--- src/rtl/jtag_tap_pkg.sv ---
`timescale 1ns/1ps
package jtag_tap_pkg;

    localparam int IR_W = 8;

    localparam logic [IR_W-1:0] OP_IDCODE   = 8'h01;
    localparam logic [IR_W-1:0] OP_EDGE_SW  = 8'h5A;
    localparam logic [IR_W-1:0] OP_BYPASS   = 8'hFF;
    localparam logic [IR_W-1:0] IR_CAPTURE  = 8'b0000_0001;

    typedef enum logic [3:0] {
        ST_TLR, ST_RTI,
        ST_SEL_DR, ST_CAP_DR, ST_SH_DR, ST_EX1_DR, ST_PA_DR, ST_EX2_DR, ST_UP_DR,
        ST_SEL_IR, ST_CAP_IR, ST_SH_IR, ST_EX1_IR, ST_PA_IR, ST_EX2_IR, ST_UP_IR
    } tap_state_e;

    typedef enum logic [1:0] { DR_BYPASS, DR_IDCODE, DR_EDGE } dr_sel_e;

    function automatic tap_state_e tap_next(input tap_state_e s, input logic m);
        case (s)
            ST_TLR:    return m ? ST_TLR    : ST_RTI;
            ST_RTI:    return m ? ST_SEL_DR : ST_RTI;
            ST_SEL_DR: return m ? ST_SEL_IR : ST_CAP_DR;
            ST_CAP_DR: return m ? ST_EX1_DR : ST_SH_DR;
            ST_SH_DR:  return m ? ST_EX1_DR : ST_SH_DR;
            ST_EX1_DR: return m ? ST_UP_DR  : ST_PA_DR;
            ST_PA_DR:  return m ? ST_EX2_DR : ST_PA_DR;
            ST_EX2_DR: return m ? ST_UP_DR  : ST_SH_DR;
            ST_UP_DR:  return m ? ST_SEL_DR : ST_RTI;
            ST_SEL_IR: return m ? ST_TLR    : ST_CAP_IR;
            ST_CAP_IR: return m ? ST_EX1_IR : ST_SH_IR;
            ST_SH_IR:  return m ? ST_EX1_IR : ST_SH_IR;
            ST_EX1_IR: return m ? ST_UP_IR  : ST_PA_IR;
            ST_PA_IR:  return m ? ST_EX2_IR : ST_PA_IR;
            ST_EX2_IR: return m ? ST_UP_IR  : ST_SH_IR;
            ST_UP_IR:  return m ? ST_SEL_DR : ST_RTI;
            default:   return ST_TLR;
        endcase
    endfunction

    function automatic dr_sel_e dr_select(input logic [IR_W-1:0] op);
        case (op)
            OP_IDCODE:  return DR_IDCODE;
            OP_EDGE_SW: return DR_EDGE;
            default:    return DR_BYPASS;
        endcase
    endfunction

endpackage

--- src/rtl/jtag_tap_fsm.sv ---
`timescale 1ns/1ps
module jtag_tap_fsm
    import jtag_tap_pkg::*;
(
    input  logic       tck,
    input  logic       trst_n,
    input  logic       tms,
    output tap_state_e state
);

    always_ff @(posedge tck or negedge trst_n) begin
        if (!trst_n) state <= ST_TLR;
        else         state <= tap_next(state, tms);
    end

    // Consecutive-TMS-high counter, used only by the checks below.
    logic [2:0] ones_q;
    always_ff @(posedge tck or negedge trst_n) begin
        if (!trst_n)            ones_q <= '0;
        else if (!tms)          ones_q <= '0;
        else if (ones_q != 3'd5) ones_q <= ones_q + 3'd1;
    end


    five_ones_chk: assert property (@(posedge tck) disable iff (!trst_n)
        (ones_q == 3'd5) |-> (state == ST_TLR));


    tlr_hold_chk: assert property (@(posedge tck) disable iff (!trst_n)
        (state == ST_TLR && tms) |=> (state == ST_TLR));

endmodule

--- src/rtl/jtag_tap_ir.sv ---
`timescale 1ns/1ps
module jtag_tap_ir
    import jtag_tap_pkg::*;
(
    input  logic            tck,
    input  logic            trst_n,
    input  tap_state_e      state,
    input  logic            tdi,
    output logic [IR_W-1:0] ir,
    output logic            ir_so,
    output logic            edge_rise
);

    logic [IR_W-1:0] ir_sr;

    always_ff @(posedge tck or negedge trst_n) begin
        if (!trst_n) begin
            ir_sr <= IR_CAPTURE;
        end else if (state == ST_CAP_IR) begin
            ir_sr <= IR_CAPTURE;
        end else if (state == ST_SH_IR) begin
            ir_sr <= {tdi, ir_sr[IR_W-1:1]};
        end
    end

    always_ff @(posedge tck or negedge trst_n) begin
        if (!trst_n)                ir <= OP_BYPASS;
        else if (state == ST_TLR)   ir <= OP_BYPASS;
        else if (state == ST_UP_IR) ir <= ir_sr;
    end

    // Launch-edge mode: sticky once set, cleared only by reset paths.
    always_ff @(posedge tck or negedge trst_n) begin
        if (!trst_n)                                        edge_rise <= 1'b0;
        else if (state == ST_TLR)                           edge_rise <= 1'b0;
        else if (state == ST_UP_IR && ir_sr == OP_EDGE_SW)  edge_rise <= 1'b1;
    end

    assign ir_so = ir_sr[0];


    edge_set_chk: assert property (@(posedge tck) disable iff (!trst_n)
        $rose(edge_rise) |-> ($past(state) == ST_UP_IR && $past(ir_sr) == OP_EDGE_SW));


    edge_clear_chk: assert property (@(posedge tck) disable iff (!trst_n)
        (state == ST_TLR) |=> !edge_rise);


    ir_reset_chk: assert property (@(posedge tck) disable iff (!trst_n)
        (state == ST_TLR) |=> (ir == OP_BYPASS));

endmodule

--- src/rtl/jtag_tap_dr.sv ---
`timescale 1ns/1ps
module jtag_tap_dr
    import jtag_tap_pkg::*;
#(
    parameter int              ID_W   = 32,
    parameter logic [ID_W-1:0] ID_VAL = 32'h4B2D_19A3
) (
    input  logic            tck,
    input  logic            trst_n,
    input  tap_state_e      state,
    input  logic            tdi,
    input  logic [IR_W-1:0] ir,
    input  logic            edge_rise,
    output logic            dr_so
);

    logic [ID_W-1:0] id_sr;
    logic            byp_sr;
    logic            edg_sr;
    dr_sel_e         sel;

    assign sel = dr_select(ir);

    always_ff @(posedge tck or negedge trst_n) begin
        if (!trst_n) begin
            id_sr  <= '0;
            byp_sr <= 1'b0;
            edg_sr <= 1'b0;
        end else if (state == ST_CAP_DR) begin
            id_sr  <= ID_VAL;
            byp_sr <= 1'b0;
            edg_sr <= edge_rise;
        end else if (state == ST_SH_DR) begin
            id_sr  <= {tdi, id_sr[ID_W-1:1]};
            byp_sr <= tdi;
            edg_sr <= tdi;
        end
    end

    always_comb begin
        case (sel)
            DR_IDCODE: dr_so = id_sr[0];
            DR_EDGE:   dr_so = edg_sr;
            default:   dr_so = byp_sr;
        endcase
    end

endmodule

--- src/rtl/jtag_tap.sv ---
`timescale 1ns/1ps
module jtag_tap
    import jtag_tap_pkg::*;
#(
    parameter int              ID_W   = 32,
    parameter logic [ID_W-1:0] ID_VAL = 32'h4B2D_19A3
) (
    input  logic tck,
    input  logic trst_n,
    input  logic tms,
    input  logic tdi,
    output logic tdo,
    output logic tdo_oe
);

    tap_state_e      state;
    logic [IR_W-1:0] ir;
    logic            ir_so;
    logic            dr_so;
    logic            edge_rise;

    jtag_tap_fsm u_fsm (
        .tck(tck), .trst_n(trst_n), .tms(tms), .state(state)
    );

    jtag_tap_ir u_ir (
        .tck(tck), .trst_n(trst_n), .state(state), .tdi(tdi),
        .ir(ir), .ir_so(ir_so), .edge_rise(edge_rise)
    );

    jtag_tap_dr #(.ID_W(ID_W), .ID_VAL(ID_VAL)) u_dr (
        .tck(tck), .trst_n(trst_n), .state(state), .tdi(tdi),
        .ir(ir), .edge_rise(edge_rise), .dr_so(dr_so)
    );

    logic shifting;
    logic so_bit;
    assign shifting = (state == ST_SH_IR) || (state == ST_SH_DR);
    assign so_bit   = (state == ST_SH_IR) ? ir_so : dr_so;

    // Falling-edge launch stage.
    logic tdo_neg, oe_neg;
    always_ff @(negedge tck or negedge trst_n) begin
        if (!trst_n) begin
            tdo_neg <= 1'b0;
            oe_neg  <= 1'b0;
        end else begin
            tdo_neg <= shifting & so_bit;
            oe_neg  <= shifting;
        end
    end

    // Rising-edge launch follows the registers updated at the rising edge.
    assign tdo    = edge_rise ? (shifting & so_bit) : tdo_neg;
    assign tdo_oe = edge_rise ? shifting            : oe_neg;


    oe_shift_only_chk: assert property (@(posedge tck) disable iff (!trst_n)
        tdo_oe |-> (state == ST_SH_IR || state == ST_SH_DR));


    tdo_quiet_chk: assert property (@(posedge tck) disable iff (!trst_n)
        !tdo_oe |-> !tdo);

endmodule

--- config.mk ---
export PLATFORM = sky130hd
export DESIGN_NAME = jtag_tap
export DESIGN_NICKNAME = d
export VERILOG_FILES = /design/src/rtl/jtag_tap_pkg.sv /design/src/rtl/jtag_tap_fsm.sv /design/src/rtl/jtag_tap_ir.sv /design/src/rtl/jtag_tap_dr.sv /design/src/rtl/jtag_tap.sv
export SDC_FILE = /design/constraint.sdc
export NUM_CORES = 1
export LEC_CHECK = 0
export ABC_AREA = 1
export BUFFER_PORTS_ARGS = -buffer_cell sky130_fd_sc_hd__buf_2
export CAP_MARGIN = 0
export CORE_UTILIZATION = 45
export CTS_CLUSTER_DIAMETER = 200
export DETAILED_ROUTE_END_ITERATION = 8
export PLACE_DENSITY = 0.6
export SETUP_SLACK_MARGIN = 0.05
export SYNTH_ARGS = -nofsm -noshare
export SYNTH_HDL_FRONTEND = slang
export SYNTH_SLANG_ARGS = --single-unit
--- constraint.sdc ---
create_clock -name tck -period 1.9 [get_ports tck]
set_input_delay 0.38 -clock tck [delete_from_list [all_inputs] [get_ports tck]]
set_output_delay 0.38 -clock tck [all_outputs]
set_load 0.005 [all_outputs]
==> metrics.yaml <==
instances_no_fill: 372
area_delta_synth_final_pct: 17.5
yosys_warnings: 0
die_area_um2: 5910
r2r_end: "tdo_neg"
p_total_mw: 4.31
drtIter0Drc: 121
critPathTopFamily: "flip-flops"
grt_first_pass_wirelength_um: 8540
fin_ws_ps: -591
grt_max_degree: 37
maxSlewViolCount: 0
critPathBufInv: 2
die_h_um: 76.9
post-route-util_pct: 56.3
ir_drop_mv: 0.511
ant_nets: 0
routed.top_layer: "met4"
drc: 0
ys_seq_area_share_pct: 55.9
cts_max_level: 2
leakage_nw: 1.44
cp_slowest_stage_delay_ps: 540
wl_met1_um: 2470
grt_pass1_vias: 1899
synth_nets: 273
dpl.cell_count: 358
cpMostUsedCell: "nand3_2"
synth_top_cell_by_area: "dfrtp_1"
critical_path_class: "flop to flop"
startpoint: "u_ir.ir[1]"
finalClockSkew_ps: 3.44
cap_violations: 0
crit_arrival_ps: 1700
clk_pin_slew_ps: 90
synth_edf_count: 0
pre_cts_ws_ps: -660
fill_cells: 508
max_slew_margin_pct: 69.9
cts_tree: "built"
met2RoutedLength_um: 2090
grt.overflow.total: 0
timing.hold.ws_ps: 93.6
endpoint_kind: "flop"
hold_path.class: "primary input to asynchronous set/reset pin"
syn_area_per_cell_um2: 9.46
hpwlAfterDp_um: 3290
drive_above_1_share_pct: 29.8
core_um2: 5270
rsz0062_at_grt: "true"
routed_wl_um: 4730
crit_path_start_kind: "flop"
port_buffers: 5
grt_usage_pct: 18.3
clk_path_buf_depth: 2
dr_total_vias: 1853
wl_per_cell_um: 12.7
nets: 307
netlist_area_um2: 2520
power.density_nw_per_um2: 1450
violations: "setup timing"
async_reset_ff_share_pct: 100
reg2reg_from: "u_ir.ir[1]"
synth_top_cells_by_area: "dfrtp_1, dfstp_2, inv_1"
start_util_pct: 47.9
synth_cell_types: 34
r2r_cells: 8
synthCells: 267
io_pins: 6
status: "finished with violations"
critPathRequiredTime_ps: 1110
rows: 26
wl_met3_um: 103
synth_top_area_share_pct: 44.6
clk_latency_ps: 300
tightest_slew_ps: 452
dieWidth_um: 76.9
diodes: 0
setup_viol: 3
gp_congestion: 0.862
clock-root-buffer: "clkbuf_8"
synth_top_flop_cell: "dfrtp_1"
rrSetupSlack_ps: -590
viasPerCell: 4.98
clock-sinks: 56
antenna_found_initial: 0
drtPass1Iterations: 4
cp_cell_sequence: "inv_2 > nor3_2 > nand3_2 > ha_4 > inv_2 > nand3_2 > nand3_2 > nand2_2"
hold_viol_final: 0
synthTopCellsByCount: "dfrtp_1, inv_1, nand2_1, nor2_1, o21ai_0"
cts_buffers: 5
cts_hold_buf: 0
crit_path_max_fanout: 3
slowest_stage: "dfstp_2"
yosys_register_bits: 56
[per-stage QoR]
stage	cell area [µm²]	setup TNS, ps
floorplan	2520	-713
global placement	2750	-919
detailed placement	2750	-991
CTS	2900	-1620
global route	2970	-1730
finish	2970	-1490
[sequential cells by signal, summed over array words and instances (netlist names)]
name / count
u_dr.id_sr: 31
u_ir.ir: 8
u_ir.ir_sr: 8
u_fsm.state: 4
oe_neg: 1
tdo_neg: 1
u_dr.byp_sr: 1
u_dr.edg_sr: 1
u_ir.edge_rise: 1
[final cells by class]
type | count | area, µm² | share of cell area (%)
clock buffer | 6 | 72.6 | 2.45
clock inverter | 2 | 35.0 | 1.18
inverter | 48 | 183 | 6.16
multi-input combinational | 158 | 943 | 31.8
sequential | 56 | 1410 | 47.7
tap | 70 | 87.6 | 2.95
timing repair buffer | 32 | 231 | 7.80
[power by group]
group	internal, mW	total [mW]	switching (mW)
Sequential	1.65	1.84	0.189
Combinational	0.718	1.72	1.00
Clock	0.391	0.752	0.360
[worst reg2reg max path, stage by stage (launching register included)]
cell and delay [ps]:
dfstp_2 540, inv_2 40, nor3_2 200, nand3_2 130, ha_4 240, inv_2 50
nand3_2 70, nand3_2 80, nand2_2 50
[logic make-up after synthesis]
family / after synthesis / share of synthesized area, %
compound gates: 60 / 16.8
simple gates: 96 / 17.0
flops: 56 / 55.9
buf+inv: 53 / 9.17
fa+ha+maj: 2 / 0.991
[worst max path at each step]
| stage | to | slack (ps) | cells after the start |
|---|---|---|---|
| after floorplan | tdo_neg | -550 | 8 |
| after global placement | tdo_neg | -620 | 8 |
| after detailed placement | tdo_neg | -660 | 8 |
| after CTS | tdo_neg | -650 | 8 |
| after global routing | tdo_neg | -670 | 8 |
| final | tdo_neg | -590 | 8 |
[what timing repair did]
item / in CTS / in global routing
pin swaps: 2 / 3
endpoints found under the setup margin: 4 / 4
gates resized for setup: 10 / 11
setup buffers: 2 / 4
[metal layers]
metal,global-route usage [%],vias up
li1,-,944
met4,6.35,0
met5,0,-
met1,24.9,891
met2,28.8,13
met3,4.05,5
[cell usage in the layout, fill, tap and decap left out, types with 7 or more instances in the layout]
cell / n
dfstp_2: 9
o22ai_1: 14
buf_4: 26
inv_1: 40
dfrtp_1: 44
nand3_1: 8
nor2_1: 22
inv_2: 7
nand2_1: 40
o21ai_0: 19
(Power assumes the default switching activity.)
